--- src/rtl/ecm_pkg.sv ---
package ecm_pkg;

  // Column value for data bit idx: the idx-th smallest value of par_w bits
  // with odd weight of at least three.
  function automatic int unsigned col_value(input int idx, input int par_w);
    int found;
    int wt;
    col_value = 0;
    found = 0;
    for (int v = 0; v < (1 << par_w); v++) begin
      wt = 0;
      for (int b = 0; b < par_w; b++) wt += (v >> b) & 1;
      if ((wt % 2 == 1) && (wt >= 3)) begin
        if (found == idx) col_value = v;
        found++;
      end
    end
  endfunction

  // Selection mask of data bits feeding check bit row.
  function automatic logic [63:0] row_mask(input int row, input int data_w,
                                           input int par_w);
    row_mask = '0;
    for (int i = 0; i < data_w; i++)
      row_mask[i] = 1'((col_value(i, par_w) >> row) & 1);
  endfunction

  typedef enum logic [1:0] {
    DIST_ZERO = 2'd0,
    DIST_ONE  = 2'd1,
    DIST_TWO  = 2'd2,
    DIST_MANY = 2'd3
  } dist_e;

endpackage

--- src/rtl/ecm_encoder.sv ---
module ecm_encoder #(
  parameter int DATA_W = 33,
  parameter int PAR_W  = 7
) (
  input  logic [DATA_W-1:0]       data_i,
  output logic [DATA_W+PAR_W-1:0] code_o
);
  logic [PAR_W-1:0] chk;

  for (genvar j = 0; j < PAR_W; j++) begin : g_row
    localparam logic [63:0] MASK_FULL = ecm_pkg::row_mask(j, DATA_W, PAR_W);
    localparam logic [DATA_W-1:0] MASK = MASK_FULL[DATA_W-1:0];
    assign chk[j] = ^(data_i & MASK);
  end

  assign code_o = {chk, data_i};
endmodule

--- src/rtl/ecm_sat_add.sv ---
module ecm_sat_add #(
  parameter int CNT_W = 2
) (
  input  logic [CNT_W-1:0] a_i,
  input  logic [CNT_W-1:0] b_i,
  output logic [CNT_W-1:0] sum_o
);
  logic [CNT_W:0] raw;

  always_comb begin
    raw   = {1'b0, a_i} + {1'b0, b_i};
    // carry out folds into the saturated code instead of a wider result
    sum_o = raw[CNT_W] ? {CNT_W{1'b1}} : raw[CNT_W-1:0];
  end
endmodule

--- src/rtl/ecm_weight_acc.sv ---
module ecm_weight_acc #(
  parameter int N     = 40,
  parameter int CNT_W = 2
) (
  input  logic [N-1:0]     diff_i,
  output logic [CNT_W-1:0] weight_o
);
  localparam int DEPTH  = (N > 1) ? $clog2(N) : 1;
  localparam int LEAVES = 1 << DEPTH;
  localparam int NODES  = 2 * LEAVES - 1;

  logic [CNT_W-1:0] node [NODES];

  for (genvar i = 0; i < LEAVES; i++) begin : g_leaf
    if (i < N) begin : g_bit
      assign node[LEAVES-1+i] = CNT_W'(diff_i[i]);
    end else begin : g_pad
      assign node[LEAVES-1+i] = '0;
    end
  end

  for (genvar k = 0; k < LEAVES - 1; k++) begin : g_node
    ecm_sat_add #(.CNT_W(CNT_W)) u_add (
      .a_i   (node[2*k+1]),
      .b_i   (node[2*k+2]),
      .sum_o (node[k])
    );
  end

  assign weight_o = node[0];
endmodule

--- src/rtl/ecc_direct_match.sv ---
module ecc_direct_match #(
  parameter int DATA_W = 33,
  parameter int PAR_W  = 7
) (
  input  logic                      clk,
  input  logic                      rst_n,
  input  logic                      valid_i,
  input  logic [DATA_W-1:0]         data_i,
  input  logic [DATA_W+PAR_W-1:0]   stored_i,
  output logic                      done_o,
  output logic                      match_o,
  output logic                      fault_o
);
  import ecm_pkg::*;

  localparam int CODE_W = DATA_W + PAR_W;
  localparam int CNT_W  = 2;

  // reset: asserted asynchronously, released on a clock edge
  logic rst_meta_q, rst_sync_n;
  always_ff @(posedge clk or negedge rst_n) begin
    if (!rst_n) begin
      rst_meta_q <= 1'b0;
      rst_sync_n <= 1'b0;
    end else begin
      rst_meta_q <= 1'b1;
      rst_sync_n <= rst_meta_q;
    end
  end

  logic [CODE_W-1:0] enc_code;
  logic [CODE_W-1:0] diff;
  logic [CNT_W-1:0]  weight;

  ecm_encoder #(.DATA_W(DATA_W), .PAR_W(PAR_W)) u_enc (
    .data_i (data_i),
    .code_o (enc_code)
  );

  // data and check bits are compared side by side in one vector
  assign diff = enc_code ^ stored_i;

  ecm_weight_acc #(.N(CODE_W), .CNT_W(CNT_W)) u_wacc (
    .diff_i   (diff),
    .weight_o (weight)
  );

  logic match_d, fault_d, done_d;
  logic match_q, fault_q, done_q;

  always_comb begin
    match_d = 1'b0;
    fault_d = 1'b0;
    done_d  = valid_i;
    if (valid_i) begin
      unique case (dist_e'(weight))
        DIST_ZERO, DIST_ONE: match_d = 1'b1;
        DIST_TWO:            fault_d = 1'b1;
        default:             ;
      endcase
    end
  end

  always_ff @(posedge clk or negedge rst_sync_n) begin
    if (!rst_sync_n) begin
      done_q  <= 1'b0;
      match_q <= 1'b0;
      fault_q <= 1'b0;
    end else begin
      done_q  <= done_d;
      match_q <= match_d;
      fault_q <= fault_d;
    end
  end

  assign done_o  = done_q;
  assign match_o = match_q;
  assign fault_o = fault_q;

  // a strobe yields done on the next cycle, and only then
  a_r1_done_follows_valid: assert property (@(posedge clk) disable iff (!rst_sync_n)
    valid_i |=> done_o);
  a_r1_done_has_cause: assert property (@(posedge clk) disable iff (!rst_sync_n)
    !valid_i |=> !done_o);
  // match and fault are exclusive
  a_r6_exclusive: assert property (@(posedge clk) disable iff (!rst_sync_n)
    !(match_o && fault_o));
  // results are quiet outside done
  a_r7_quiet_idle: assert property (@(posedge clk) disable iff (!rst_sync_n)
    !done_o |-> (!match_o && !fault_o));
  // the saturating tree agrees with an exact popcount of the difference
  a_r5_weight_saturates: assert property (@(posedge clk) disable iff (!rst_sync_n)
    valid_i |-> (int'(weight) == (($countones(diff) > 3) ? 3 : $countones(diff))));
  // two differing bits give a fault on the next cycle
  a_r4_two_is_fault: assert property (@(posedge clk) disable iff (!rst_sync_n)
    (valid_i && $countones(diff) == 2) |=> (fault_o && !match_o));

endmodule

--- config.mk ---
export PLATFORM = sky130hd
export DESIGN_NAME = ecc_direct_match
export DESIGN_NICKNAME = d
export VERILOG_FILES = /design/src/rtl/ecm_pkg.sv /design/src/rtl/ecm_encoder.sv /design/src/rtl/ecm_sat_add.sv /design/src/rtl/ecm_weight_acc.sv /design/src/rtl/ecc_direct_match.sv
export SDC_FILE = /design/constraint.sdc
export NUM_CORES = 1
export LEC_CHECK = 0
export BUFFER_PORTS_ARGS = -buffer_cell sky130_fd_sc_hd__buf_4
export CORE_MARGIN = 5
export CORE_UTILIZATION = 45
export DETAILED_ROUTE_END_ITERATION = 8
export PLACE_DENSITY = 0.81
export REMOVE_ABC_BUFFERS = 1
export SYNTH_ARGS = -nofsm -noshare
export SYNTH_HDL_FRONTEND = slang
export SYNTH_SLANG_ARGS = --single-unit
--- constraint.sdc ---
create_clock -name clk -period 0.8 [get_ports clk]
set_input_delay 0.12 -clock clk [delete_from_list [all_inputs] [get_ports clk]]
set_output_delay 0.12 -clock clk [all_outputs]
set_load 0.05 [all_outputs]
After elaboration in Yosys (flattened, before gate mapping)
Cells that the tools add are included.

Output and inout bits: 3. Bits of input ports: 76. Logic and storage cells: 99. Register bits after elaboration: 5.

Mux-type cells: 43. Equality and inequality tests: 2. Bitwise logic cells: 1. Reduce and logical (&&, ||, !) cells: 9. $add $sub $neg: 39.

Operators with widths (number): 33-bit XOR reduction (7); 2-bit 2-to-1 mux (39); 2-bit by 2-bit adder with 3-bit output (19); 1-bit by 1-bit adder with 2-bit output (20); 40-bit XOR (1); 1-bit 2-to-1 mux (4); 2-bit by 1-bit equality test with 1-bit output, second input constant (1); 2-bit equality test, second input constant (1); 2-bit zero test (1); 2-bit OR reduction (1).

Logic depth before layout (Yosys ltp)
Gate-level depths: netlist (run 1).

Depth in word-level cells: 18. Depth in mapped cells: 21. Gate-level depth less buffers: 21.

Hierarchy
Synthesis (run 1) repeated with hierarchy kept, for this count alone.

Cells, all modules: 396. Area, all modules: 4230.3 µm².

Modules (own cells, without submodules): ecm_sat_add (area each 45.0 µm², seq. area each 0.0 µm², instances 63, cells an instance 4); ecm_encoder (area each 890.9 µm², seq. area each 0.0 µm², instances 1, cells an instance 95); ecc_direct_match (area each 498.0 µm², seq. area each 125.1 µm², instances 1, cells an instance 48); ecm_weight_acc (area each 3.8 µm², seq. area each 0.0 µm², instances 1, cells an instance 1).

Worst setup path before layout (run 1)
OpenSTA, ideal clock, no wires.

Kind: input-to-reg. From: in data_i[4]. To: reg fault_q, in the netlist fault_o. Required time: 0.700 ns. Stages on the path: 16. Data arrival time: 3.956 ns. Setup time: 0.100 ns. Path slack: -3.257 ns. Path through: xor2_1 ha_1 ha_1 inv_1 fa_1 and2_1 fa_1 nand2b_1 ha_1 inv_1 fa_1 and2_1 fa_1 nand2_1 fa_1 nor4bb_1.

Cells in the longest elaborated chain, start to end: 16. Elaborated cells on any way between the ends: 31.

Ends and longest elaborated chain: start: declaration (RTL line ecc_direct_match.sv:8) `input logic [DATA_W-1:0] data_i,`; 40-bit XOR (*) (RTL line ecc_direct_match.sv:41) `assign diff = enc_code ^ stored_i;`; 1-bit by 1-bit adder with 2-bit output (RTL line ecm_sat_add.sv:11) `raw = {1'b0, a_i} + {1'b0, b_i};`; 2-bit 2-to-1 mux (RTL line ecm_sat_add.sv:13) `sum_o = raw[CNT_W] ? {CNT_W{1'b1}} : raw[CNT_W-1:0];`; 2-bit by 2-bit adder with 3-bit output (RTL line ecm_sat_add.sv:11); 2-bit 2-to-1 mux (RTL line ecm_sat_add.sv:13); 2-bit by 2-bit adder with 3-bit output (RTL line ecm_sat_add.sv:11); 2-bit 2-to-1 mux (RTL line ecm_sat_add.sv:13); 2-bit by 2-bit adder with 3-bit output (RTL line ecm_sat_add.sv:11); 2-bit 2-to-1 mux (RTL line ecm_sat_add.sv:13); 2-bit by 2-bit adder with 3-bit output (RTL line ecm_sat_add.sv:11); 2-bit 2-to-1 mux (RTL line ecm_sat_add.sv:13); 2-bit by 2-bit adder with 3-bit output (*) (RTL line ecm_sat_add.sv:11); 2-bit 2-to-1 mux (*) (RTL line ecm_sat_add.sv:13); 2-bit equality test (*) (RTL line ecc_direct_match.sv:56) `unique case (dist_e'(weight))`; 1-bit 2-to-1 mux (*) (RTL line ecc_direct_match.sv:56); 1-bit 2-to-1 mux (*) (RTL line ecc_direct_match.sv:55) `if (valid_i) begin`; net fault_d (RTL line ecc_direct_match.sv:48) `logic match_d, fault_d, done_d;`; end signal: assignment (RTL line ecc_direct_match.sv:72) `fault_q <= fault_d;`; end: declaration (RTL line ecc_direct_match.sv:49) `logic match_q, fault_q, done_q;`.

Mark *: on every way through the listed nets, which the timed path passes. The rest lies on a longest branch.

Worst setup path in the final report (run 1)
From: in stored_i[25]. To: reg fault_q, in the netlist fault_o.

Cells in the longest elaborated chain, start to end: 16.

Ends and longest elaborated chain: start: declaration (RTL line ecc_direct_match.sv:9) `input logic [DATA_W+PAR_W-1:0] stored_i,`; 40-bit XOR (RTL line ecc_direct_match.sv:41); 1-bit by 1-bit adder with 2-bit output (RTL line ecm_sat_add.sv:11); 2-bit 2-to-1 mux (RTL line ecm_sat_add.sv:13); 2-bit by 2-bit adder with 3-bit output (RTL line ecm_sat_add.sv:11); 2-bit 2-to-1 mux (RTL line ecm_sat_add.sv:13); 2-bit by 2-bit adder with 3-bit output (RTL line ecm_sat_add.sv:11); 2-bit 2-to-1 mux (RTL line ecm_sat_add.sv:13); 2-bit by 2-bit adder with 3-bit output (RTL line ecm_sat_add.sv:11); 2-bit 2-to-1 mux (RTL line ecm_sat_add.sv:13); 2-bit by 2-bit adder with 3-bit output (RTL line ecm_sat_add.sv:11); 2-bit 2-to-1 mux (RTL line ecm_sat_add.sv:13); 2-bit by 2-bit adder with 3-bit output (RTL line ecm_sat_add.sv:11); 2-bit 2-to-1 mux (RTL line ecm_sat_add.sv:13); 2-bit equality test (RTL line ecc_direct_match.sv:56); 1-bit 2-to-1 mux (RTL line ecc_direct_match.sv:56); 1-bit 2-to-1 mux (RTL line ecc_direct_match.sv:55); net fault_d (RTL line ecc_direct_match.sv:48).

The timed path passes the listed nets, and every way through them passes these cells.

==> impl_results.md, run 1 <==
* Run status: finished with violations
* Failing checks: negative setup slack
* Core Area at 5110 um^2
* Initial antenna violation count at 0
* Peak VDD IR at 2.55 mV
* Power density over the cells at between 3000 and 4000 nW/um^2
* Num rows at 26
* Clk sink count at 5
* Final Hold Fails at 0
* Final Max Slew Viols at 0
* Antenna Violating Nets Remaining at 0
* Crit path max fanout at 2
* CTS H-tree depth at 1
* Ys Warns at 0
* Overflow after GRT at 0
* Max clock buf depth at 2
* Routed len/inst at between 10 and 15 um
* Mapped Area at ~2400 um^2
* Max cap viols at 0
* Sequential fraction of the synthesis area at 0.0530
* Hold Path Class: primary input to flip-flop
* Starting density of the core at 0.462
* Tot GR Track Use at 0.163
* Avg Cell Area, Syn at 9.79 um^2
* RSZ-0062 raised after global routing: true
* TritonCTS clock tree: built
* Final WS setup at -3.17 ns
* Largest net degree at the start of global routing at 4
* Final worst-path cycle share at 4.97
* Clk_lat worst skew at 0.22 ns
* Max Used Layer: met4
* Share of layout cells above drive strength 1 at 0.475
* Ports at between 70 and 80
* Top Family by Delay on Critical Path: adder cells
* # nets final at 501
* CTS Buf Count at 3
* Final instance area at 3610 um^2
* Post CTS Setup Buffer Count at 0
* DP Area at roughly 3300 um^2
* Root Driver: clkbuf_8
* Synth unique cells at 14
* Number of diodes at 0
* # DRC at 0
* Met2 wire len at 3150 um
* WL final at 5490 um
* Worst Path Buf+Inv at 2
* Storage cell area at 125 um^2
* CP required at 0.92 ns
* Fmax at 0.252 GHz
* Met3 WL at 214 um
* CP Capture Type: flip-flop
* CP max stage delay at 0.56 ns
* First DRT Iteration DRCs at 22
* Syn Inst Count at 241
* CP dominant cell by count: fa_2
* Startpoint types: primary input
* Setup Slack @ Placement at -3.68 ns
* Commonest non-fill, non-tap cell in the layout: buf_4
* Standby leakage power at about 1.7 nW
* Area Overhead vs Synth at 53.1%
* GPL Wtd Cong at 0.819
* Commonest cells after routing, fill and taps aside: buf_4 (111), xnor2_1 (49), xor2_1 (39)
* Met1 WL at 2060 um
* IO buf count at between 70 and 80
* HPWL after DPL at 4970 um
* Worst clock skew at 0.00148 ns
* Vias per cell at 4.41
* Setup CP Type: primary input to flip-flop
* Die area at 6790 um^2
* Vias in the first global route at about 2100
* Critical-path cell list: buf_4 > xor2_1 > ha_1 > ha_2 > inv_1 > fa_2 > and2_4 > fa_2 > and2_4 > fa_2 > and2_4 > fa_2 > nand2_2 > fa_1 > nor4bb_2
* # setup viols final at 5
* Crit path time final at 3.97 ns
* First-pass GRT wire length at ~8600 um
* Clock-pin transition on the worst setup and hold timing paths at 0.03 ns
* Die width at around 82 um
* Synth Register Bits at 5
* Die height at ~82 um
* WP data arrival at between 4 and 5 ns
* CP max stage cell: fa_2
* Via Count at 1921
* DRT Pass-1 Iters at 4
* Fillers at 403
* Area of the multi-input gates at 2270 um^2
-- path summary, 6_finish.rpt --
path | startpoint | end | slack, ns | cells after the start
worst min-delay path | valid_i | done_o$_DFF_PN0_ | 0.02 | 1
max in group asynchronous | rst_n | rst_meta_q$_DFF_PN0_ | 0.49 | 2
worst max register to register | rst_meta_q$_DFF_PN0_ | rst_sync_n$_DFF_PN0_ | 0.33 | 0
worst min register to register | rst_sync_n$_DFF_PN0_ | match_o$_DFF_PN0_ | 0.04 | 0
min in group asynchronous | rst_sync_n$_DFF_PN0_ | match_o$_DFF_PN0_ | 0.04 | 0
worst max-delay path | stored_i[25] | fault_o$_DFF_PN0_ | -3.17 | 15
-- per-layer routing --
| metal | vias to the layer above | track usage |
|---|---|---|
| met1 | 892 | 0.183 |
| met5 | - | 0 |
| li1 | 979 | - |
| met4 | 0 | 0.0498 |
| met3 | 8 | 0.0130 |
| met2 | 42 | 0.320 |
-- sequential cells by signal, summed over array words and instances (netlist names) --
signal and count:
rst_meta_q 1, rst_sync_n 1, fault_o 1, match_o 1, done_o 1
-- cell families (layout without fill, tap and decap cells) --
family | count (synthesis) | in the layout | synth area share
xor gates and xnor gates | 101 | 101 | 0.416
adders and majority gates | 58 | 58 | 0.368
buffers and inverters | 38 | 163 | 0.0604
DFF | 5 | 5 | 0.0530
other | 1 | 1 | 0.00159
and+or+nand+nor | 38 | 38 | 0.101
-- final cells by class --
class,count,share of cell area
clock buffer,4,0.0125
inverter,38,0.0395
multi-input combinational,198,0.628
sequential,5,0.0346
tap,70,0.0242
timing repair buffer,121,0.261
-- metrics by stage --
step / power (mW) / instances / hold slack (ns) / utilization / TNS, ns
after detailed placement: 9.51 / 431 / -0.0967 / 0.656 / -7.23
after global routing: 13.5 / 436 / 0.0146 / 0.707 / -6.77
final: 11.8 / 436 / 0.0239 / 0.707 / -6.41
after floorplan: 7.27 / 241 / -0.176 / - / -6.37
after CTS: 10.8 / 436 / 0.0240 / 0.676 / -6.56
after global placement: 9.06 / 431 / -0.0971 / 0.656 / -6.93
-- cells in the mapped netlist, drive strengths merged --
cell / n / area (um^2)
xnor2: 53 / 479
xor2: 42 / 368
ha: 39 / 488
inv: 38 / 143
fa: 19 / 380
nand2b: 18 / 113
and2: 16 / 100
xnor3: 6 / 135
dfrtp: 5 / 125
nand2: 2 / 7.51
conb: 1 / 3.75
nor3b: 1 / 7.51
nor4bb: 1 / 10.0
-- power by group --
part	switching [mW]	leakage, nW	total [mW]	internal, mW
sequential	0.00648	0.0627	0.286	0.279
clock	0.113	0.0228	0.454	0.341
combinational	5.11	1.66	11.1	5.98
-- what timing repair did --
action,in CTS,in global routing
setup endpoints to repair,5,5
gates resized for setup,18,42
hold buffers,1,0
pin swaps,3,19
endpoints found under the hold margin,2,0
(Power assumes the default switching activity.)
==> inputs of run 2 (changes only) <==
--- a/config.mk
+++ b/config.mk
@@ -8,8 +8,10 @@
 export BUFFER_PORTS_ARGS = -buffer_cell sky130_fd_sc_hd__buf_4
 export CORE_MARGIN = 5
 export CORE_UTILIZATION = 45
+export CTS_CLUSTER_DIAMETER = 30
 export DETAILED_ROUTE_END_ITERATION = 8
 export PLACE_DENSITY = 0.81
+export RECOVER_POWER = 25
 export REMOVE_ABC_BUFFERS = 1
 export SYNTH_ARGS = -nofsm -noshare
 export SYNTH_HDL_FRONTEND = slang
==> run 2 against run 1 <==
  * The flow still finishes with violations (negative setup slack)
  * Total power about the same
  * Design area is the same
  * Die area is the same
  * Worst setup slack hardly changed
  * Largest cell class unchanged
==> impl_results.md, run 2 (synthesis gave the netlist of run 1 again) <==
* CP max stage cell: fa_2 (unchanged)
* Met3 WL at 213 um (was 214 um)
* TritonCTS clock tree: built (unchanged)
* RSZ-0062 raised after global routing: true (unchanged)
* Run status: finished with violations (unchanged)
* Die width at 82.4 um (unchanged)
* # nets final at 501 (unchanged)
* CTS Buf Count at 3 (unchanged)
* Root Driver: clkbuf_8 (unchanged)
* GPL Wtd Cong at 0.819 (unchanged)
* Crit path max fanout at 2 (unchanged)
* Final Hold Fails at 0 (unchanged)
* Final WS setup at -3.17 ns (about the same)
* Placed Cells at 431 (unchanged)
* CP Capture Type: flip-flop (unchanged)
* Antenna Violating Nets Remaining at 0 (unchanged)
* Reg2reg setup slack at 0.33 ns (about the same)
* Crit path time final at 3.97 ns (about the same)
* Area Overhead vs Synth at 53.1% (unchanged)
* Vias per cell at 4.41 (about the same)
* Via Count at 1922 (was 1921)
* Critical-path cell list: buf_4 > xor2_1 > ha_1 > ha_2 > inv_1 > fa_2 > and2_4 > fa_2 > and2_4 > fa_2 > and2_4 > fa_2 > nand2_2 > fa_1 > nor4bb_2 (unchanged)
* CTS H-tree depth at 1 (unchanged)
* Max Used Layer: met4 (unchanged)
* CP max stage delay at 0.56 ns (about the same)
* Failing checks: negative setup slack (unchanged)
* Ports at 79 (unchanged)
* Max clock buf depth at 2 (unchanged)
* Final Max Slew Viols at 0 (unchanged)
* Setup crit start: stored_i[25] (unchanged)
* Final instance area at 3610 um^2 (unchanged)
* Switching pwr at 5.23 mW (about the same)
* Clk sink count at 5 (unchanged)
* CP dominant cell by count: fa_2 (unchanged)
* HPWL after DPL at 4970 um (unchanged)
* Met2 wire len at 3150 um (about the same)
* Post CTS Setup Buffer Count at 0 (unchanged)
* Initial antenna violation count at 0 (unchanged)
* Clk pwr share at 0.038 (about the same)
* Hold Path Class: flip-flop to asynchronous set/reset pin (was primary input to flip-flop)
* Fillers at 403 (unchanged)
* Share of layout cells above drive strength 1 at 0.475 (unchanged)
* Number of diodes at 0 (unchanged)
* Core Area at 5110 um^2 (unchanged)
* Combinational fraction of design power at 0.937 (about the same)
* Fmax at 0.252 GHz (about the same)
* R2r endpoint: rst_sync_n$_DFF_PN0_ (unchanged)
* IO buf count at 78 (unchanged)
* Starting density of the core at 0.462 (unchanged)
* Critical R2R Launch: rst_meta_q$_DFF_PN0_ (unchanged)
* CP required at 0.92 ns (about the same)
* Clk_lat worst skew at 0.22 ns (about the same)
* Levels on crit path at 15 (unchanged)
* Tot GR Track Use at 0.163 (unchanged)
* First-pass GRT wire length at 8600 um (unchanged)
* Startpoint types: primary input (unchanged)
* WL final at 5490 um (unchanged)
* WP data arrival at 4.10 ns (about the same)
* Num rows at 26 (unchanged)
* Peak VDD IR at 2.55 mV (about the same)
* Max cap viols at 0 (unchanged)
* Largest net degree at the start of global routing at 4 (unchanged)
* Overflow after GRT at 0 (unchanged)
* Sw Share at 0.442 (about the same)
* Clock-pin transition on the worst setup and hold timing paths at 0.03 ns (about the same)
* Setup CP Type: primary input to flip-flop (unchanged)
* Internal power at 6.60 mW (about the same)
* Routed len/inst at 12.6 um (unchanged)
* DP Area at 3350 um^2 (unchanged)
* Met1 WL at 2060 um (unchanged)
* Seq pwr share at 0.024 (about the same)
* Standby leakage power at 1.75 nW (about the same)
* Worst Path Buf+Inv at 2 (unchanged)
* # setup viols final at 5 (unchanged)
* DRT Pass-1 Iters at 4 (unchanged)
* Vias in the first global route at 2119 (unchanged)
* Die height at 82.4 um (unchanged)
* # DRC at 0 (unchanged)
* Final worst-path cycle share at 4.97 (about the same)
* Worst clock skew at 0.00152 ns (was 0.00148 ns)
* Reg2reg path depth at 0 (unchanged)
* First DRT Iteration DRCs at 22 (unchanged)
* Die area at 6790 um^2 (unchanged)
* Commonest cells after routing, fill and taps aside: buf_4 (110), xnor2_1 (49), xor2_1 (39) (was buf_4 (111), xnor2_1 (49), xor2_1 (39))
* Post-route insts no fill at 436 (unchanged)
* Top Family by Delay on Critical Path: adder cells (unchanged)
* Power density over the cells at 3270 nW/um^2 (about the same)
* Commonest non-fill, non-tap cell in the layout: buf_4 (unchanged)
-- run 2: how the worst max path moves through the flow --
| stage | endpoint | slack [ns] |
|---|---|---|
| floorplan | fault_o$_DFF_PN0_ | -3.26 |
| global placement | fault_o$_DFF_PN0_ | -3.53 |
| detailed placement | fault_o$_DFF_PN0_ | -3.68 |
| CTS | fault_o$_DFF_PN0_ | -3.22 |
| global route | fault_o$_DFF_PN0_ | -3.31 |
| finish | fault_o$_DFF_PN0_ | -3.17 |
-- run 2: final cells by class --
type / count / area (um^2) / share of cell area
flip-flops and latches: 5 / 125 / 0.0346
multi-input cells: 198 / 2270 / 0.628
clock buffers: 4 / 45.0 / 0.0125
repair buffers: 121 / 945 / 0.261
well taps: 70 / 87.6 / 0.0242
inverters: 38 / 143 / 0.0395
-- run 2: metrics by stage --
stage	power [mW]	setup TNS, ns	hold WS, ns	worst slack (ns)	util
after floorplan	7.27	-6.37	-0.176	-3.26	-
after global placement	9.06	-6.93	-0.0971	-3.53	0.656
after detailed placement	9.51	-7.23	-0.0967	-3.68	0.656
after CTS	10.8	-6.56	0.0240	-3.22	0.676
after global routing	13.5	-6.77	0.0399	-3.31	0.707
final	11.8	-6.41	0.0390	-3.17	0.707
-- run 2: power groups by stage --
| stage | Clock, mW | Sequential [mW] | Combinational, mW |
|---|---|---|---|
| 4_1_cts | 0.467 | 0.288 | 10.0 |
| 6_report | 0.454 | 0.286 | 11.1 |
| 3_5_place_dp | 0 | 0.291 | 9.22 |
| 5_1_grt | 0.497 | 0.286 | 12.8 |
| 3_3_place_gp | 0 | 0.292 | 8.77 |
| 2_1_floorplan | 0 | 0.317 | 6.96 |
-- run 2: per-layer routing --
| layer | vias up | GRT usage |
|---|---|---|
| li1 | 979 | - |
| met1 | 893 | 0.183 |
| met2 | 42 | 0.320 |
| met3 | 8 | 0.0130 |
| met4 | 0 | 0.0498 |
| met5 | - | 0 |
-- run 2: what timing repair did --
action | CTS | global route
hold buffers | 1 | 0
endpoints found under the hold margin | 2 | 0
gates resized for setup | 18 | 42
cloned | 0 | 0
pin swaps | 3 | 19
setup endpoints to repair | 5 | 5
